$ cat src/rtl/tmr_pkg.sv
package tmr_pkg;

    localparam int PSEL_W       = 4;
    localparam int CH_STRIDE    = 16;
    localparam int OFF_STATUS   = 0;
    localparam int OFF_LOAD     = 0;
    localparam int OFF_VALUE    = 4;
    localparam int OFF_CTL      = 8;
    localparam int STAT_RST_LSB = 4;
    localparam int CTL_EN_BIT   = 7;

    typedef enum logic [1:0] {
        MODE_FREE        = 2'd0,
        MODE_PERIODIC    = 2'd1,
        MODE_ONESHOT     = 2'd2,
        MODE_ONESHOT_RST = 2'd3
    } tmr_mode_e;

    typedef struct packed {
        logic             en;
        tmr_mode_e        mode;
        logic [PSEL_W-1:0] psel;
    } tmr_ctl_t;

endpackage

$ cat src/rtl/tmr_prescaler.sv
module tmr_prescaler
    import tmr_pkg::*;
(
    input  logic              clk,
    input  logic              rst_n,
    input  logic              en,
    input  logic              restart,
    input  logic [PSEL_W-1:0] psel,
    output logic              tick
);
    // The largest divisor is 2^(2^PSEL_W), so the counter needs 2^PSEL_W bits.
    localparam int PRE_W = 2 ** PSEL_W;
    localparam logic [PRE_W:0]    POW_ONE = 1;
    localparam logic [PSEL_W:0]   SH_ONE  = 1;
    localparam logic [PRE_W-1:0]  CNT_ONE = 1;

    typedef struct packed {
        logic [PRE_W-1:0] cnt;
    } pre_state_t;

    pre_state_t       pre_d, pre_q;
    logic [PSEL_W:0]  shamt;
    logic [PRE_W:0]   pow, pow_m1;
    logic [PRE_W-1:0] lim;

    always_comb begin
        shamt  = {1'b0, psel} + SH_ONE;
        pow    = POW_ONE << shamt;
        pow_m1 = pow - POW_ONE;
        lim    = (psel == '0) ? '0 : pow_m1[PRE_W-1:0];
        tick   = en && !restart && (pre_q.cnt >= lim);
        pre_d  = pre_q;
        if (!en || restart || tick) pre_d.cnt = '0;
        else                        pre_d.cnt = pre_q.cnt + CNT_ONE;
    end

    always_ff @(posedge clk or negedge rst_n) begin
        if (!rst_n) pre_q <= '0;
        else        pre_q <= pre_d;
    end

    // After a restart, the next step waits a whole period unless the divisor is 1.
    assert_restart_gap_R3: assert property (@(posedge clk) disable iff (!rst_n)
        (restart && lim != '0) |=> (!tick || lim == '0));

endmodule

$ cat src/rtl/tmr_channel.sv
module tmr_channel
    import tmr_pkg::*;
#(
    parameter int CNT_W = 16
) (
    input  logic             clk,
    input  logic             rst_n,
    input  logic             wr_load,
    input  logic             wr_ctl,
    input  logic [CNT_W-1:0] load_in,
    input  tmr_ctl_t         ctl_in,
    input  logic             clr_int,
    input  logic             clr_rst,
    output logic [CNT_W-1:0] value,
    output logic [CNT_W-1:0] load,
    output tmr_ctl_t         ctl,
    output logic             int_flag,
    output logic             rst_flag
);
    localparam logic [CNT_W-1:0] ONE  = 1;
    localparam logic [CNT_W-1:0] ALL1 = '1;

    typedef struct packed {
        tmr_ctl_t         ctl;
        logic [CNT_W-1:0] load;
        logic [CNT_W-1:0] value;
        logic             intf;
        logic             rstf;
    } ch_state_t;

    ch_state_t ch_d, ch_q;
    logic      start, tick, expire, rst_evt;

    // A start is an enable edge or a reload while running.
    assign start = (wr_ctl && ctl_in.en && !ch_q.ctl.en) || (wr_load && ch_q.ctl.en);

    tmr_prescaler u_pre (
        .clk     (clk),
        .rst_n   (rst_n),
        .en      (ch_q.ctl.en),
        .restart (start),
        .psel    (ch_q.ctl.psel),
        .tick    (tick)
    );

    always_comb begin
        ch_d    = ch_q;
        expire  = 1'b0;
        rst_evt = 1'b0;
        if (wr_ctl)  ch_d.ctl  = ctl_in;
        if (wr_load) ch_d.load = load_in;
        if (start) begin
            ch_d.value = wr_load ? load_in : ch_q.load;
        end else if (tick) begin
            case (ch_q.ctl.mode)
                MODE_FREE: begin
                    if (ch_q.value == '0) begin
                        ch_d.value = ALL1;
                        expire     = 1'b1;
                    end else begin
                        ch_d.value = ch_q.value - ONE;
                    end
                end
                MODE_PERIODIC: begin
                    if (ch_q.value <= ONE) begin
                        ch_d.value = ch_q.load;
                        expire     = 1'b1;
                    end else begin
                        ch_d.value = ch_q.value - ONE;
                    end
                end
                default: begin
                    if (ch_q.value == ONE) begin
                        ch_d.value = '0;
                        expire     = 1'b1;
                        rst_evt    = (ch_q.ctl.mode == MODE_ONESHOT_RST);
                    end else if (ch_q.value != '0) begin
                        ch_d.value = ch_q.value - ONE;
                    end
                end
            endcase
        end
        // A hardware set wins over a software clear in the same cycle.
        ch_d.intf = (ch_q.intf && !clr_int) || expire;
        ch_d.rstf = (ch_q.rstf && !clr_rst) || rst_evt;
    end

    always_ff @(posedge clk or negedge rst_n) begin
        if (!rst_n) ch_q <= '0;
        else        ch_q <= ch_d;
    end

    assign value    = ch_q.value;
    assign load     = ch_q.load;
    assign ctl      = ch_q.ctl;
    assign int_flag = ch_q.intf;
    assign rst_flag = ch_q.rstf;

    assert_oneshot_stop_R7: assert property (@(posedge clk) disable iff (!rst_n)
        (ch_q.ctl.en && ch_q.ctl.mode[1] && ch_q.value == '0 && !wr_load && !wr_ctl)
        |=> (ch_q.value == '0 && !$rose(ch_q.intf)));

    assert_flag_sticky_R10: assert property (@(posedge clk) disable iff (!rst_n)
        (ch_q.intf && !clr_int) |=> ch_q.intf);

    assert_idle_hold_R11: assert property (@(posedge clk) disable iff (!rst_n)
        (!ch_q.ctl.en && !wr_ctl) |=> $stable(ch_q.value));

    assert_rst_with_int_R8: assert property (@(posedge clk) disable iff (!rst_n)
        $rose(ch_q.rstf) |-> ch_q.intf);

    assert_w1c_idle_R9: assert property (@(posedge clk) disable iff (!rst_n)
        (ch_q.intf && clr_int && !ch_q.ctl.en && !wr_ctl) |=> !ch_q.intf);

endmodule

$ cat src/rtl/tmr_block.sv
module tmr_block
    import tmr_pkg::*;
#(
    parameter int NUM_CH = 2,   // up to 4: the status field packs one flag per channel below bit 4
    parameter int CNT_W  = 16,
    parameter int ADDR_W = 8,
    parameter int DATA_W = 32
) (
    input  logic              clk,
    input  logic              rst_n,
    input  logic              bus_wr,
    input  logic [ADDR_W-1:0] bus_addr,
    input  logic [DATA_W-1:0] bus_wdata,
    output logic [DATA_W-1:0] bus_rdata,
    output logic [NUM_CH-1:0] irq
);
    function automatic logic [ADDR_W-1:0] reg_addr(input int ch, input int off);
        return ADDR_W'((ch + 1) * CH_STRIDE + off);
    endfunction

    localparam logic [ADDR_W-1:0] STAT_ADDR = ADDR_W'(OFF_STATUS);

    tmr_ctl_t          ctl_wr;
    logic [CNT_W-1:0]  val_a  [NUM_CH];
    logic [CNT_W-1:0]  load_a [NUM_CH];
    tmr_ctl_t          ctl_a  [NUM_CH];
    logic [NUM_CH-1:0] intf_a, rstf_a;
    logic              stat_wr;
    logic              unused_wdata;

    assign ctl_wr       = {bus_wdata[CTL_EN_BIT], bus_wdata[5:4], bus_wdata[PSEL_W-1:0]};
    assign stat_wr      = bus_wr && (bus_addr == STAT_ADDR);
    assign unused_wdata = ^{bus_wdata[DATA_W-1:CNT_W], bus_wdata[6]};

    for (genvar c = 0; c < NUM_CH; c++) begin : g_ch
        tmr_channel #(.CNT_W(CNT_W)) u_ch (
            .clk      (clk),
            .rst_n    (rst_n),
            .wr_load  (bus_wr && bus_addr == reg_addr(c, OFF_LOAD)),
            .wr_ctl   (bus_wr && bus_addr == reg_addr(c, OFF_CTL)),
            .load_in  (bus_wdata[CNT_W-1:0]),
            .ctl_in   (ctl_wr),
            .clr_int  (stat_wr && bus_wdata[c]),
            .clr_rst  (stat_wr && bus_wdata[STAT_RST_LSB+c]),
            .value    (val_a[c]),
            .load     (load_a[c]),
            .ctl      (ctl_a[c]),
            .int_flag (intf_a[c]),
            .rst_flag (rstf_a[c])
        );
    end

    assign irq = intf_a;

    always_comb begin
        bus_rdata = '0;
        if (bus_addr == STAT_ADDR) begin
            for (int c = 0; c < NUM_CH; c++) begin
                bus_rdata[c]              = intf_a[c];
                bus_rdata[STAT_RST_LSB+c] = rstf_a[c];
            end
        end
        for (int c = 0; c < NUM_CH; c++) begin
            if (bus_addr == reg_addr(c, OFF_LOAD))  bus_rdata = DATA_W'(load_a[c]);
            if (bus_addr == reg_addr(c, OFF_VALUE)) bus_rdata = DATA_W'(val_a[c]);
            if (bus_addr == reg_addr(c, OFF_CTL))
                bus_rdata = DATA_W'({ctl_a[c].en, 1'b0, ctl_a[c].mode, ctl_a[c].psel});
        end
    end

endmodule

$ cat config.mk
export PLATFORM = sky130hd
export DESIGN_NAME = tmr_block
export DESIGN_NICKNAME = d
export VERILOG_FILES = /design/src/rtl/tmr_pkg.sv /design/src/rtl/tmr_prescaler.sv /design/src/rtl/tmr_channel.sv /design/src/rtl/tmr_block.sv
export SDC_FILE = /design/constraint.sdc
export NUM_CORES = 1
export LEC_CHECK = 0
export BUFFER_PORTS_ARGS = -buffer_cell sky130_fd_sc_hd__buf_2
export CAP_MARGIN = 20
export CORE_ASPECT_RATIO = 1.5
export CORE_MARGIN = 2
export CORE_UTILIZATION = 40
export CTS_BUF_LIST = sky130_fd_sc_hd__clkbuf_4
export CTS_CLUSTER_SIZE = 25
export DETAILED_ROUTE_END_ITERATION = 10
export GPL_TIMING_DRIVEN = 1
export SYNTH_ARGS = -nofsm -noshare
export SYNTH_HDL_FRONTEND = slang
export SYNTH_HIERARCHICAL = 1
export SYNTH_SLANG_ARGS = --single-unit
$ cat constraint.sdc
create_clock -name clk -period 4.5 [get_ports clk]
set_input_delay 0.9 -clock clk [delete_from_list [all_inputs] [get_ports clk]]
set_output_delay 0.9 -clock clk [all_outputs]
set_load 0.02 [all_outputs]
Yosys cells after proc, flatten, opt, wreduce, memory -nomap -nowiden
Cells that the tools add are included.

Output and inout bits: 34. Bits of input ports: 43. Logic and storage cells: 148. Register bits after elaboration: 114.

Reduce and logical (&&, ||, !) cells: 58. Multiplexer cells: 48. Add/sub/neg operators: 8. Order comparisons: 4. Shift-type cells: 2. Equal/unequal tests: 12.

Operators by type and width (count): two-way mux 16 bit (19); two-way mux 32 bit (5); case mux 16 bit (2 select lines) (2); subtractor 16 x 1 -> 16 bit (second input constant) (4); adder 16 x 1 -> 16 bit (second input constant) (2); equality test 16 x 1 -> 1 bit (second input constant) (2); greater-or-equal comparator 16 bit (2); <= comparator 16 x 1 -> 1 bit (second input constant) (2); zero test 16 bit (2); nonzero test 16 bit (2); << shifter 1 x 5 -> 16 bit (first input constant) (2); equality test 8 x 5 -> 1 bit (second input constant) (3); equality test 8 x 6 -> 1 bit (second input constant) (3); logical AND 1 bit (23); two-way mux 1 bit (18); adder 4 x 1 -> 5 bit (second input constant) (2); logical OR 1 bit (10); nonzero test 5 bit (2); zero test 1 bit (8); zero test 4 bit (2); zero test 8 bit (1); equality test 2 x 1 -> 1 bit (second input constant) (2); equality test 2 bit (second input constant) (2); zero test 2 bit (2); 5 further kinds (10).

Longest topological paths before layout
Depth after elaboration: 11. Depth in mapped cells: 18. Depth with buffers taken out: 17.

Hierarchy
The synthesis kept the hierarchy.

Modules (own cells, without submodules): tmr_channel (instances 2, cells each 251, area each 2456.1 µm², sequential area each 1026.0 µm²); tmr_prescaler at g_ch[1].u_ch.u_pre (instances 1, cells each 154, area each 1352.5 µm², sequential area each 400.4 µm²); tmr_prescaler at g_ch[0].u_ch.u_pre (instances 1, cells each 144, area each 1317.5 µm², sequential area each 400.4 µm²); tmr_block (instances 1, cells each 139, area each 974.7 µm², sequential area each 0.0 µm²).

Least setup slack after synthesis
No wires, ideal clock.

Path kind: flip-flop to flip-flop. From: register g_ch[0].u_ch.ch_q, in the netlist g_ch[0].u_ch/ctl[1]. To: register g_ch[0].u_ch.ch_q, in the netlist g_ch[0].u_ch/value[8]. Arrival: 3.926 ns. Setup slack: 0.448 ns. Period minus slack after synthesis: 4.052 ns. Buffers on the path: 1. Setup time: 0.126 ns. Stages on the path, launching flop included: 18. Data required time: 4.374 ns. Cell sequence: dfrtp_1 > or2_2 > or3_1 > ha_1 > nor2_1 > nand2_1 > o21ai_0 > a22oi_1 > ha_1 > nand2_1 > o41a_1 > o211ai_1 > nor2b_1 > o31a_1 > clkbuf_1 > o21ai_0 > a221oi_1 > nor2_1.

Longest elaborated chain between the ends: 8. Elaborated cells on any way between the ends: 9. Classes of those cells: 2 x add/sub; 1 x order compare; 1 x shift; 1 x mux; 4 x reduce/logical.

Ends and longest elaborated chain: from (decl) (line tmr_channel.sv:31) `ch_state_t ch_d, ch_q;`; from (signal assigned) (line tmr_channel.sv:90) `else ch_q <= ch_d;`; adder 4 x 1 -> 5 bit (line tmr_prescaler.sv:27) `shamt = {1'b0, psel} + SH_ONE;`; << shifter 1 x 5 -> 16 bit (line tmr_prescaler.sv:28) `pow = POW_ONE << shamt;`; subtractor 16 x 1 -> 16 bit (line tmr_prescaler.sv:29) `pow_m1 = pow - POW_ONE;`; two-way mux 16 bit * (line tmr_prescaler.sv:30) `lim = (psel == '0) ? '0 : pow_m1[PRE_W-1:0];`; greater-or-equal comparator 16 bit * (line tmr_prescaler.sv:31) `tick = en && !restart && (pre_q.cnt >= lim);`; logical AND 1 bit * (line tmr_prescaler.sv:31); via g_ch[0].u_ch.tick (line tmr_channel.sv:32) `logic start, tick, expire, rst_evt;`; nonzero test 2 bit (no line) *; AND reduction 2 bit (no line) *.

Mark *: on every way through the listed nets, which the timed path passes. The rest lies on a longest branch. A chain may end at the register's enable or synchronous reset.

Worst setup path in the final report
From: register g_ch[0].u_ch.ch_q, in the netlist g_ch[0].u_ch/ctl[1]. To: register g_ch[0].u_ch.ch_q, in the netlist g_ch[0].u_ch/value[14].

The elaborated chain is that of the path after synthesis.

==> flow_metrics.py <==
metrics = {
    "logic_synthesis": {
        "synth-seq-cells": 114,
        "synth-edff-count": 0,
        "synth_cells": 939,
        "ys_seq_area_share_pct": 33.3,
        "synth_top_area_cell": "dfrtp_1",
        "synth.avg_cell_area_um2": 9.11,
        "syn_area_um2": 8560,
        "synth_cell_type_count": 87,
        "synthTopCellsByArea": "dfrtp_1 (33%), ha_1 (5.8%), mux2_2 (5.8%)",
        "yosysTopAreaCellShare_pct": 33.3,
        "async_flop_share_pct": 100,
        "synthFlopType": "dfrtp_1",
        "yosysWarnings": 6,
    },
    "critical_path": {
        "path_delay_family": "simple AND/OR/NAND/NOR gates",
        "path_cells": "or2_2 > or3_1 > ha_1 > nor2_1 > nand2_1 > o21ai_0 > a22oi_1 > ha_1 > nand2_1 > o41a_1 > o211ai_1 > nor2b_2 > buf_4 > o31ai_4 > or4_1 > nand4_1 > o22a_1",
        "critPathBufInv": 1,
        "criticalPathCategory": "register to register",
        "worst_ep_required_time_ps": 5020,
        "cp_slowest_cell": "or4_1",
        "worstPathArrival_ps": 4690,
        "start_kind": "register",
        "cpPeakStageDelay_ps": 500,
        "end_kind": "register",
        "critPathMaxFanout": 9,
    },
    "clocking": {
        "cts.sinks": 114,
        "cts_htree_levels": 4,
        "tritoncts": "built",
        "cts_hold_buf": 0,
        "numCtsBuffers": 17,
        "cts_buffer_depth": 2,
        "post_cts_buffers": 0,
        "cts_root_buf": "clkbuf_4",
        "clock_latency_ps": 590,
        "clk_pin_slew_worst_paths_ps": 140,
    },
    "hold_path": {
        "hold_path_class": "input pin to async pin",
    },
    "floorplan": {
        "dieArea_um2": 22600,
        "row_count": 65,
        "fp.dieH_um": 183,
        "start_util_pct": 40.8,
        "pin_count": 77,
        "placeableCoreArea_um2": 21000,
        "die_w_um": 123,
    },
    "timing": {
        "whs_ps": 393,
        "fin_tns_setup_ps": 0,
        "finalWorstSetupSlack_ps": 326,
        "fin_crit_ps": 4170,
        "rsz0062_at_grt": "no",
        "worstMarginPinSlew_ps": 879,
        "max_freq_mhz": 240,
        "clock_skew_ps": 29.3,
        "setup_viol": 0,
        "max_slew_margin_pct": 41.4,
        "slew_viol_final": 0,
        "fin_crit_sh_pct": 92.8,
        "hold_violations": 0,
    },
    "grt": {
        "grt_pass1_vias": 7258,
        "grt_pass1_wl_mm": 39.2,
        "grtUsageTotal_pct": 22.8,
        "grt_max_degree": 65,
        "overflow": 0,
        "antenna_found_initial": 2,
    },
    "finish": {
        "final_area_um2": 9240,
        "post-route-util_pct": 44.0,
        "final_cells": 1257,
        "area_delta_synth_final_pct": 7.98,
        "fin_nets": 1057,
        "drive_gt1_share_pct": 20.8,
    },
    "pwr": {
        "power-per-cell-area_nw_per_um2": 398,
        "internal_power_mw": 2.11,
        "switching_share_pct": 42.6,
        "p_leak_nw": 3.84,
        "power.switching_mw": 1.57,
        "pwr-share-comb_pct": 36.9,
        "ir_worst_vdd_mv": 0.238,
        "p_seq_share_pct": 41.8,
        "clkPwrFrac_pct": 21.3,
        "total_power_mw": 3.68,
    },
    "placement": {
        "place_inst": 1223,
        "place_area_um2": 8960,
        "numPortBuffers": 44,
        "hpwl_mm": 18.2,
        "dp_slack_ps": 278,
        "place_congestion": 0.884,
    },
    "detailed_routing": {
        "first_pass_iters": 6,
        "route.detailed.drc": 0,
        "avgViaCountPerCell": 5.90,
        "first_iter_violations": 651,
        "vias": 7421,
        "wl_per_cell_um": 19.7,
        "final_antenna_net_count": 0,
        "wl_mm": 24.8,
    },
    "flow_run": {
        "max-cap-violations": 0,
    },
    "run_status": {
        "status": "completed",
    },
}
## state kept, by name, indices dropped and copies added (netlist names)
| name | flops |
|---|---|
| g_ch.u_ch/ctl | 14 |
| g_ch.u_ch/rst_flag | 2 |
| g_ch.u_ch/int_flag | 2 |
| g_ch.u_ch/load | 32 |
| g_ch.u_ch/value | 32 |
| g_ch.u_ch/u_pre/pre_q | 32 |
## power by group through the flow
stage	clock, mW	combinational, mW	sequential (mW)
2_1_floorplan	0	1.11	1.40
4_1_cts	0.810	1.36	1.53
3_3_place_gp	0	1.32	1.55
5_1_grt	0.849	1.52	1.56
6_report	0.784	1.36	1.54
3_5_place_dp	0	1.35	1.55
## metal layers
layer / wire length, um / GRT usage (%) / up-vias / share of wire, %
li1: - / - / 3543 / -
met5: 0 / 0 / - / 0
met4: 1020 / 10.8 / 0 / 4.1
met3: 1140 / 4.04 / 54 / 4.6
met2: 12300 / 38.0 / 225 / 50
met1: 10300 / 28.2 / 3599 / 42
## cells in the final DEF, fill, tap and decap left out, types with 10 or more instances in the layout
cell type / netlist / routed
dfrtp_1: 114 / 113
nand2_1: 75 / 75
nor2_1: 73 / 73
o21ai_0: 54 / 54
mux2_2: 44 / 44
buf_2: 10 / 43
ha_1: 40 / 40
a21oi_1: 32 / 32
nor3_1: 31 / 31
inv_1: 29 / 29
nand3_1: 27 / 27
xor2_1: 27 / 27
nand4_1: 25 / 25
buf_4: 16 / 23
o22ai_1: 22 / 22
xnor2_1: 19 / 19
a22oi_1: 18 / 18
conb_1: 3 / 18
clkbuf_4: 0 / 18
o21ai_1: 14 / 14
a211oi_1: 13 / 13
and3_1: 11 / 11
o21a_1: 11 / 11
nand2b_1: 10 / 10
nor2_2: 10 / 10
## final cells by class
class / instances / area, um^2
antenna: 2 / 5.00
timing repair buffer: 66 / 388
fill: 2100 / 11700
sequential: 114 / 2850
clock inverter: 14 / 140
inverter: 29 / 109
tap: 268 / 335
multi-input combinational: 746 / 5270
clock buffer: 18 / 135
## worst paths after layout
check | startpoint | cells past startpoint | slack, ps | endpoint
max in group asynchronous | rst_n | 2 | 3120 | g_ch[1].u_ch/u_pre/pre_q[4]$_DFF_PN0_
max | g_ch[0].u_ch/ctl[1]$_DFFE_PN0P_ | 17 | 330 | g_ch[0].u_ch/value[14]$_DFFE_PN0P_
min in group clk | g_ch[1].u_ch/rst_flag$_DFF_PN0_ | 2 | 550 | g_ch[1].u_ch/rst_flag$_DFF_PN0_
min reg2reg | g_ch[1].u_ch/rst_flag$_DFF_PN0_ | 2 | 550 | g_ch[1].u_ch/rst_flag$_DFF_PN0_
min | rst_n | 1 | 390 | g_ch[0].u_ch/load[8]$_DFF_PN0_
max reg2reg | g_ch[0].u_ch/ctl[1]$_DFFE_PN0P_ | 17 | 330 | g_ch[0].u_ch/value[14]$_DFFE_PN0P_
## cell usage after synthesis (5+ instances only)
master     count
dfrtp_1      114
nand2_1       75
nor2_1        73
o21ai_0       54
mux2_2        44
ha_1          40
a21oi_1       32
nor3_1        31
inv_1         29
clkbuf_1      27
nand3_1       27
xor2_1        27
nand4_1       25
o22ai_1       22
xnor2_1       19
a22oi_1       18
buf_4         16
o21ai_1       14
a211oi_1      13
and3_1        11
o21a_1        11
buf_2         10
nand2b_1      10
nor2_2        10
nor4_1         9
or4_1          9
and2_1         8
nor2b_1        8
buf_6          7
a2bb2oi_1      6
nand3b_1       6
o2bb2ai_1      6
o311a_1        6
o31ai_1        6
a221oi_1       5
a221oi_2       5
a31oi_1        5
or3_1          5
## cells by family (layout without fill, tap and decap cells)
logic type               Yosys count  count (layout)  synth area share [%]
AND/OR/NAND/NOR                  349             349                  23.1
AO/OA/AOI/OAI                    245             245                  20.7
flip-flops                       114             114                  33.3
buffers and inverters             94             127                  5.72
multiplexers                      48              48                  6.49
XOR/XNOR                          46              46                  4.71
adder cells (fa/ha/maj)           40              40                  5.85
other                              3              20                 0.132
## what timing repair did
item | 4_1_cts | 5_1_grt
gates resized for setup | 0 | 2
endpoints found under the setup margin | 0 | 1
hold endpoints to repair | 0 | 0
No activity file was read; power rests on OpenSTA's default activity.
